==> src/rtl/semPkg.sv <==
package semPkg;

  // Who holds one semaphore
  typedef enum logic [1:0] {
    OWN_NONE  = 2'd0,
    OWN_LEFT  = 2'd1,
    OWN_RIGHT = 2'd2
  } ownerE;

  // Per-semaphore strobes from the access decode to the state cells
  typedef struct packed {
    logic reqL;   // left writes 0 to this semaphore
    logic relL;   // left writes 1 to this semaphore
    logic reqR;   // right writes 0 to this semaphore
    logic relR;   // right writes 1 to this semaphore
  } semStrobeS;

endpackage

==> src/rtl/semCtrl.sv <==
module semCtrl
  import semPkg::*;
#(
  parameter int NUM_SEM = 8,
  parameter int IDX_W   = 3
) (
  input  logic             lEn,
  input  logic             lWe,
  input  logic [IDX_W-1:0] lIdx,
  input  logic             lWbit,
  input  logic             rEn,
  input  logic             rWe,
  input  logic [IDX_W-1:0] rIdx,
  input  logic             rWbit,
  output semStrobeS        strobes [NUM_SEM]
);

  logic lWrite, rWrite;
  assign lWrite = lEn && lWe;
  assign rWrite = rEn && rWe;

  for (genvar g = 0; g < NUM_SEM; g++) begin : g_dec
    logic lHit, rHit;
    assign lHit = lWrite && (lIdx == IDX_W'(g));
    assign rHit = rWrite && (rIdx == IDX_W'(g));
    assign strobes[g].reqL = lHit && !lWbit;
    assign strobes[g].relL = lHit &&  lWbit;
    assign strobes[g].reqR = rHit && !rWbit;
    assign strobes[g].relR = rHit &&  rWbit;
  end

endmodule

==> src/rtl/semCell.sv <==
module semCell
  import semPkg::*;
(
  input  logic      clk,
  input  logic      rstN,
  input  semStrobeS stb,
  output logic      ownL,
  output logic      ownR,
  output logic      pendL,
  output logic      pendR
);

  ownerE ownQ, ownD;
  logic  pLQ, pRQ, pLD, pRD;
  logic  pLEff, pREff;

  always_comb begin
    // A pending request as it stands after this cycle's writes
    pLEff = stb.reqL | (pLQ & ~stb.relL);
    pREff = stb.reqR | (pRQ & ~stb.relR);
    ownD  = ownQ;
    pLD   = 1'b0;
    pRD   = 1'b0;
    case (ownQ)
      OWN_LEFT: begin
        if (stb.relL) ownD = pREff ? OWN_RIGHT : OWN_NONE;
        else          pRD  = pREff;
      end
      OWN_RIGHT: begin
        if (stb.relR) ownD = pLEff ? OWN_LEFT : OWN_NONE;
        else          pLD  = pLEff;
      end
      default: begin
        if (stb.reqL) begin
          ownD = OWN_LEFT;
          pRD  = stb.reqR;   // tie: left wins, right waits
        end else if (stb.reqR) begin
          ownD = OWN_RIGHT;
        end else begin
          ownD = OWN_NONE;
        end
      end
    endcase
  end

  always_ff @(posedge clk) begin
    if (!rstN) begin
      ownQ <= OWN_NONE;
      pLQ  <= 1'b0;
      pRQ  <= 1'b0;
    end else begin
      ownQ <= ownD;
      pLQ  <= pLD;
      pRQ  <= pRD;
    end
  end

  assign ownL  = (ownQ == OWN_LEFT);
  assign ownR  = (ownQ == OWN_RIGHT);
  assign pendL = pLQ;
  assign pendR = pRQ;

endmodule

==> src/rtl/semCore.sv <==
module semCore
  import semPkg::*;
#(
  parameter int NUM_SEM = 8,
  parameter int IDX_W   = 3,
  parameter int DATA_W  = 16
) (
  input  logic               clk,
  input  logic               rstN,
  input  semStrobeS          strobes [NUM_SEM],
  input  logic [IDX_W-1:0]   lIdx,
  input  logic [IDX_W-1:0]   rIdx,
  output logic [NUM_SEM-1:0] ownL,
  output logic [NUM_SEM-1:0] ownR,
  output logic [NUM_SEM-1:0] pendL,
  output logic [NUM_SEM-1:0] pendR,
  output logic [DATA_W-1:0]  lRdata,
  output logic [DATA_W-1:0]  rRdata
);

  logic [NUM_SEM-1:0] lSel, rSel;
  logic lHeld, rHeld;

  for (genvar g = 0; g < NUM_SEM; g++) begin : g_sem
    semCell u_cell (
      .clk   (clk),
      .rstN  (rstN),
      .stb   (strobes[g]),
      .ownL  (ownL[g]),
      .ownR  (ownR[g]),
      .pendL (pendL[g]),
      .pendR (pendR[g])
    );
    assign lSel[g] = (lIdx == IDX_W'(g));
    assign rSel[g] = (rIdx == IDX_W'(g));
  end

  // An index with no cell selects nothing and reads as free
  assign lHeld  = |(lSel & ownL);
  assign rHeld  = |(rSel & ownR);
  assign lRdata = {DATA_W{~lHeld}};
  assign rRdata = {DATA_W{~rHeld}};

endmodule

==> src/rtl/semBank.sv <==
module semBank
  import semPkg::*;
#(
  parameter int NUM_SEM = 8,
  parameter int DATA_W  = 16,
  parameter int IDX_W   = $clog2(NUM_SEM)
) (
  input  logic              clk,
  input  logic              rstN,
  input  logic              lEn,
  input  logic              lWe,
  input  logic [IDX_W-1:0]  lIdx,
  input  logic              lWbit,
  output logic [DATA_W-1:0] lRdata,
  input  logic              rEn,
  input  logic              rWe,
  input  logic [IDX_W-1:0]  rIdx,
  input  logic              rWbit,
  output logic [DATA_W-1:0] rRdata
);

  semStrobeS          strobes [NUM_SEM];
  logic [NUM_SEM-1:0] ownL, ownR, pendL, pendR;

  semCtrl #(.NUM_SEM(NUM_SEM), .IDX_W(IDX_W)) u_ctrl (
    .lEn(lEn), .lWe(lWe), .lIdx(lIdx), .lWbit(lWbit),
    .rEn(rEn), .rWe(rWe), .rIdx(rIdx), .rWbit(rWbit),
    .strobes(strobes)
  );

  semCore #(.NUM_SEM(NUM_SEM), .IDX_W(IDX_W), .DATA_W(DATA_W)) u_core (
    .clk(clk), .rstN(rstN), .strobes(strobes),
    .lIdx(lIdx), .rIdx(rIdx),
    .ownL(ownL), .ownR(ownR), .pendL(pendL), .pendR(pendR),
    .lRdata(lRdata), .rRdata(rRdata)
  );

endmodule

==> config.mk <==
export PLATFORM = sky130hd
export DESIGN_NAME = semBank
export DESIGN_NICKNAME = d
export VERILOG_FILES = /design/src/rtl/semPkg.sv /design/src/rtl/semCtrl.sv /design/src/rtl/semCell.sv /design/src/rtl/semCore.sv /design/src/rtl/semBank.sv
export SDC_FILE = /design/constraint.sdc
export NUM_CORES = 1
export LEC_CHECK = 0
export BUFFER_PORTS_ARGS = -buffer_cell sky130_fd_sc_hd__buf_2
export CAP_MARGIN = 20
export CORE_ASPECT_RATIO = 0.75
export CORE_MARGIN = 8
export CORE_UTILIZATION = 40
export CTS_CLUSTER_DIAMETER = 30
export DETAILED_ROUTE_END_ITERATION = 7
export PLACE_DENSITY = 0.57
export SKIP_LAST_GASP = 1
export SLEW_MARGIN = 15
export SYNTH_ARGS = -nofsm -noshare
export SYNTH_HDL_FRONTEND = slang
export SYNTH_SLANG_ARGS = --single-unit
==> constraint.sdc <==
create_clock -name clk -period 6.99 [get_ports clk]
set_clock_uncertainty 0.1 [all_clocks]
set_input_delay 0.3495 -clock clk [delete_from_list [all_inputs] [get_ports clk]]
set_output_delay 0.3495 -clock clk [all_outputs]
set_load 0.02 [all_outputs]
---- Yosys cells after proc, flatten, opt, wreduce, memory -nomap -nowiden ----
Cells that the tools add are included.
word-level totals
  ROM bits ................................ 0
  bits of input ports ..................... 14
  memory bits (writable) .................. 0
  flip-flop bits (word level) ............. 32
  bits in latches ......................... 0
  memories ................................ 0
  output and inout bits ................... 32
  logic and storage cells ................. 283
operators by class
  multiply operators ...................... 0
  reductions and logical operators ........ 72
  equality and inequality tests ........... 46
  multiplexer cells ....................... 80
  divide/modulo/power cells ............... 0
  bitwise logic cells ..................... 61
  $lt $le $gt $ge ......................... 0
  add/sub/neg operators ................... 0
  shift-type cells ........................ 0
operator list
  kind                                            number
  2-to-1 mux 2 bit                                40
  logical AND 1 bit                               50
  inequality test 2 bit (second input constant)   16
  one-hot mux 2 bit (2 select lines)              8
  NOT 1 bit                                       27
  == test 3 bit (second input constant)           8
  2-to-1 mux 1 bit                                24
  OR reduction 3 bit                              8
  AND 1 bit                                       16
  AND 8 bit                                       2
  == test 2 x 1 -> 1 bit (second input constant)  8
  == test 2 bit (second input constant)           8
  OR 1 bit                                        16
  one-hot mux 1 bit (2 select lines)              8
  AND reduction 2 bit                             8
  OR reduction 8 bit                              2
  == test 3 x 2 -> 1 bit (second input constant)  4
  == test 3 x 1 -> 1 bit (second input constant)  2
  zero test 3 bit                                 2
  zero test 1 bit                                 2

---- Logic depth before layout (Yosys ltp) ----
  depth after elaboration ................. 9
  depth in mapped cells ................... 7
  depth with buffers taken out ............ 6

---- Hierarchy ----
Synthesis repeated with hierarchy kept, for this count alone.
unflattened totals
  cell total of the unflattened synthesis .. 298
  area, all modules ....................... 2705.1 um^2
modules (own cells, without submodules)
  module   area an instance (um^2)  seq. area each (um^2)  cells each  instances
  semCell  264.0                    80.1                   27          8
  semCore  350.3                    0.0                    36          1
  semCtrl  242.7                    0.0                    46          1

---- Worst setup path after synthesis ----
OpenSTA, ideal clock, no wires.
  path kind ............................... input -> output
  start point ............................. input lIdx[0]
  end point ............................... output lRdata[10]
  slack ................................... 3.848 ns
  stages on the path ...................... 7
  arrival ................................. 2.692 ns
  buffers on the path ..................... 3
  path through ............................ buf_2 -> and2_1 -> buf_2 -> nand2_1 -> o21ai_1 -> a221oi_1 -> buf_4
between the ends
  cells in the longest elaborated chain, start to end .. 4
  elaborated cells on any way between the ends .. 11
  those cells by class .................... 7 x eq/ne; 2 x bitwise; 2 x reduce/logical
ends and longest elaborated chain
  what                                                  RTL line       RTL
  from (decl)                                           semBank.sv:12  input logic [IDX_W-1:0] lIdx,
  == test 3 x 1 -> 1 bit, or another cell as far along  semCore.sv:34  assign lSel[g] = (lIdx == IDX_W'(g));
  AND 8 bit (*)                                         semCore.sv:39  assign lHeld = |(lSel & ownL);
  OR reduction 8 bit (*)                                semCore.sv:39
  NOT 1 bit (*)                                         semCore.sv:41  assign lRdata = {DATA_W{~lHeld}};
  to (decl)                                             semBank.sv:14  output logic [DATA_W-1:0] lRdata,
Mark *: on every way between the ends. The rest lies on a longest branch, timed or not.

---- Worst setup path after layout ----
  start point ............................. register u_core.g_sem[5].u_cell.ownQ[1]
  end point ............................... output lRdata[8]
between the ends
  cells in the longest elaborated chain, start to end .. 4
ends and longest elaborated chain
  what                    RTL line       RTL
  from (decl)             semCell.sv:13  ownerE ownQ, ownD;
  from (signal assigned)  semCell.sv:52  ownQ <= ownD;
  == test 2 x 1 -> 1 bit  semCell.sv:58  assign ownL = (ownQ == OWN_LEFT);
  AND 8 bit               semCore.sv:39
  OR reduction 8 bit      semCore.sv:39
  NOT 1 bit               semCore.sv:41
Every way passes these cells.

==> results.md <==
- The flow ran to the end, and the final reports show no timing, DRC or antenna violations.
- The timing-limited maximum frequency is 384 MHz.
- The largest buffer count on any clock path is 2.
- In this run, synthesis produced a sequential element count of 32.
- The finished cells cover 2780 sq um.
- The die covers 9600 sq um.
- The area after detailed placement is 2680 sq um.
- Of the synthesized area, sequential elements account for 23.9%.
- Summed over all failing endpoints, the final setup total negative slack is 0 ps.
- At the pin with the least slew margin, the transition time is 1100 ps.
- The number of routed nets with antenna violations is 0.
- In this run, post-CTS repair resized a total of 0 instances.
- The mux share of post-synthesis cell area is 1.87%.
- For this run, the post-layout net count is 379.
- Setup repair after global routing left no endpoint under its margin.
- The number of antenna violations at the first check in global routing is 0.
- Among all cell types in the netlist, the one instantiated most often is sky130_fd_sc_hd__dfxtp_1.
- The number of global-route vias before repair is 2207.
- The data required time of the worst path is 6540 ps.
- IR analysis of the VDD net gives a maximum drop of 0.0856 mV.
- After legalization and detailed placement, the total HPWL measured 5.88 mm.
- The detailed-route DRC error count is 0.
- The compound-gate portion of the synthesized area is 29.7%.
- Before antenna repair, the detailed router went through 5 iterations.
- TritonCTS built the clock tree.
- Synthesis produced a netlist with a net count of 375.
- The cell type of the slowest stage on the worst timing path is sky130_fd_sc_hd__a221oi_1.
- Broken down by cell family, the worst path's largest delay share belongs to compound AO/OA/AOI/OAI gates.
- The cell taking the most area after synthesis is sky130_fd_sc_hd__dfxtp_1.
- The number of enable flip-flop cells after synthesis is 0.
- The commonest cells after synthesis are 32 x sky130_fd_sc_hd__dfxtp_1, 30 x sky130_fd_sc_hd__buf_4, 26 x sky130_fd_sc_hd__inv_1.
- The final critical-path required period is 2610 ps.
- The final wirelength is 7.75 mm.
- The critical register-to-register path endpoint is u_core.g_sem[0].u_cell.pendR$_SDFF_PN0_.
- The critical path contains buffers and inverters numbering 3 combined.
- Measured along the y axis, the die boundary spans 86.9 microns.
- The share of flip-flops with an asynchronous set or reset after synthesis is 0%.
- Each instance of the synthesized netlist takes up on average 7.76 sq um.
- Power spread over the standard cell area amounts to 216 nW/um^2.
- At the worst endpoint, the arrival time is 2160 ps.
- The number of hold-slack violations in the final timing report came to 0.
- At the end of routability-driven placement, the weighted congestion stood at 0.857.
- The horizontal die dimension is 110 microns.
- The share of the synthesized area in the top cell type is 23.9%.
- Relative to the synthesized area, the layout overhead comes to 3.69%.
- The element type at the critical path start is a flip-flop.
- The worst hold path belongs to the class in -> reg.
- The critical path start-end classification is reg -> out.
- By area the synthesized netlist is led by sky130_fd_sc_hd__dfxtp_1 24%, sky130_fd_sc_hd__buf_4 8.4%, sky130_fd_sc_hd__ha_1 7.5%.
- The most numerous cell on the critical path is sky130_fd_sc_hd__buf_2.
- The number of distinct library cell variants in the gate-level netlist after synthesis is 51.
- The startpoint identified for the worst register-to-register timing path is u_core.g_sem[0].u_cell.ownQ[0]$_SDFFE_PN0P_.
- The final critical path takes up 37.3% of the cycle.
- After detailed routing, the number of vias per cell comes to 5.99.
- The worst-case reg-to-reg path depth is 6.
- The analysis attributes to cell leakage a power of 0.940 nW.
- The final setup violation count is 0.
- The floorplan core area is 6380 sq um.
- The floorplan has 25 rows.
- The count of routing violations after the opening detailed-route iteration is 267.
- The xor and xnor fraction of the mapped netlist area is 0%.
- The clock latency at the later pin of the worst-skew pair is 290 ps.
- In the global route stage, met3 resource usage came out at 2.82%.
- STA classifies the critical path endpoint as an output pin.
- Global routing consumed, over all layers together, 15.2% of the routing resources.
- The worst register-to-register path has a setup slack of 5060 ps.
- TritonCTS created 5 clock buffers.
- The worst hold path begins at rstN.
- The end point of the most critical hold path is u_core.g_sem[2].u_cell.ownQ[1]$_SDFFE_PN0P_.
- In this design, the stage delay of the slowest critical-path cell is 380 ps.
- The number of sinks handled by clock tree synthesis is 32.
- The clock slew at the register clock pins of the worst setup and hold paths is 70 ps.
- The synthesized netlist occupies a cell area of 2680 sq um.
- Synthesis produced 345 cells.
- The critical path starts at u_core.g_sem[5].u_cell.ownQ[1]$_SDFFE_PN0P_.
- The largest net degree at the start of global routing is 31.
- The met1 track demand over resource in global routing is 21.4%.
- Before CTS, the worst setup slack after placement is 4200 ps.
- 0 antenna diodes ended up in the layout.
- For this configuration, the core starts out at a cell density of 42.0%.
- The number of instances on the worst hold path is 2.
- The synthesized netlist devotes 21.4% of its cell area to simple gates.
- In this run the clock root is driven by a sky130_fd_sc_hd__clkbuf_8.
- The layout cell share with drive strength beyond 1 is 16.0%.
- The maximum fanout encountered on the critical timing path is 13.
- The H-tree depth is 2.
- In this run the count of I/O pins placed on the die edge is 46.
- Across the run, the number of max-cap violations was 0.
- The commonest register cell after synthesis is sky130_fd_sc_hd__dfxtp_1.
- The number of max-slew violations in the final report is 0.
- The count of yosys warnings during synthesis is 0.
- The hold buffer count at cts is 0.
- Summed over all layers, the global routing overflow is 0.
- The largest family of logic cells by synthesized area is compound AO/OA/AOI/OAI gates.
- In this run the tool buffered the top-level ports with 45 buffer cells.
- Summing the areas of all fa, ha and maj instances in the mapped netlist gives 7.47% of the synthesized area.
- After detailed routing, the average wire length per cell comes to 18.0 microns.
- The first global-routing pass estimated 12.1 mm of wire.
- The peak-usage layer in the global routing report is met2.
- The via count of the routed design is 2580.
- The slack of the critical path is 4380 ps.
- Walking the worst path, the cells encountered are inv_1, ha_1, mux2i_1, a2bb2oi_1, nor2_1, a221oi_1, buf_2, buf_2.
- In the global route stage, met2 resource usage came out at 23.5%.
- Headroom to the max-slew limit came out at 26.8%.
- The number of setup buffers added after CTS is 0.
-- how the worst max path moves through the flow --
stage	endpoint	slack [ps]	cells past startpoint
finish	lRdata[8]	4380	8
global route	lRdata[8]	4190	8
CTS	lRdata[8]	3930	7
global placement	lRdata[15]	4300	6
floorplan	lRdata[10]	3850	7
detailed placement	lRdata[8]	4200	6
-- worst register-to-register path, delay by kind of cell, from the launching register on --
kind	cells	cell delay, ps
simple gates	2	600
fa+ha+maj	1	370
flops	1	360
compound gates	2	340
buf+inv	1	50
-- sequential cells by signal, summed over array words and instances, names as in the netlist --
| signal | cells |
|---|---|
| u_core.g_sem.u_cell.ownQ | 16 |
| u_core.g_sem.u_cell.pendL | 8 |
| u_core.g_sem.u_cell.pendR | 8 |
-- placed cells by master, fill, tap and decap left out, types with 3 or more instances in the layout --
| master | Yosys | routed |
|---|---|---|
| sky130_fd_sc_hd__a211oi_1 | 10 | 10 |
| sky130_fd_sc_hd__a21oi_1 | 19 | 19 |
| sky130_fd_sc_hd__a221oi_1 | 6 | 6 |
| sky130_fd_sc_hd__a311oi_1 | 13 | 13 |
| sky130_fd_sc_hd__a31oi_1 | 6 | 6 |
| sky130_fd_sc_hd__a41oi_1 | 4 | 4 |
| sky130_fd_sc_hd__and2_1 | 3 | 3 |
| sky130_fd_sc_hd__and3_1 | 5 | 5 |
| sky130_fd_sc_hd__buf_2 | 9 | 46 |
| sky130_fd_sc_hd__clkbuf_8 | 0 | 6 |
| sky130_fd_sc_hd__dfxtp_1 | 32 | 32 |
| sky130_fd_sc_hd__ha_1 | 16 | 16 |
| sky130_fd_sc_hd__inv_1 | 26 | 26 |
| sky130_fd_sc_hd__mux2i_1 | 5 | 5 |
| sky130_fd_sc_hd__nand2_1 | 13 | 13 |
| sky130_fd_sc_hd__nand2b_1 | 6 | 6 |
| sky130_fd_sc_hd__nand3_1 | 10 | 10 |
| sky130_fd_sc_hd__nand3b_1 | 3 | 3 |
| sky130_fd_sc_hd__nand4b_1 | 3 | 3 |
| sky130_fd_sc_hd__nor2_1 | 20 | 20 |
| sky130_fd_sc_hd__nor2b_1 | 9 | 9 |
| sky130_fd_sc_hd__nor3_1 | 9 | 9 |
| sky130_fd_sc_hd__nor4_1 | 7 | 7 |
| sky130_fd_sc_hd__o2111ai_1 | 3 | 3 |
| sky130_fd_sc_hd__o211ai_1 | 7 | 7 |
| sky130_fd_sc_hd__o21ai_0 | 12 | 12 |
| sky130_fd_sc_hd__o21ai_1 | 18 | 18 |
| sky130_fd_sc_hd__o31a_1 | 4 | 4 |
-- layer usage --
layer  up-vias  wire [microns]  share of wire, %
li1       1263               -                 -
met1      1227            3870                50
met2        81            3430                44
met3         9             388               5.0
met4         0              52              0.67
met5         -               0                 0
-- cells by family (layout without fill, tap and decap cells) --
family / after synthesis / count (layout)
multiplexers: 5 / 5
flip-flops: 32 / 32
buffers and inverters: 75 / 80
AND/OR/NAND/NOR: 101 / 101
adder cells (fa/ha/maj): 16 / 16
AO/OA/AOI/OAI: 116 / 116
-- report_power, final --
group          internal [mW]  switching (mW)
Combinational         0.0807           0.158
Clock                 0.0804          0.0727
Sequential             0.197          0.0112
-- cell type report --
class,instances,area [sq um]
fill,681,3600
clock buffer,8,90.1
multi-input combinational,238,1620
sequential,32,641
inverter,26,97.6
timing repair buffer,46,230
tap,81,101
-- per-stage QoR --
stage / utilization, % / instances / hold slack (ps) / power [mW]
CTS: 43.5 / 430 / 242 / 0.601
floorplan: - / 345 / 363 / 0.415
global placement: 42.0 / 422 / 378 / 0.447
global route: 43.5 / 431 / 237 / 0.640
finish: 43.5 / 431 / 237 / 0.600
detailed placement: 42.0 / 422 / 385 / 0.448
Power figures use the tool's default switching activity.
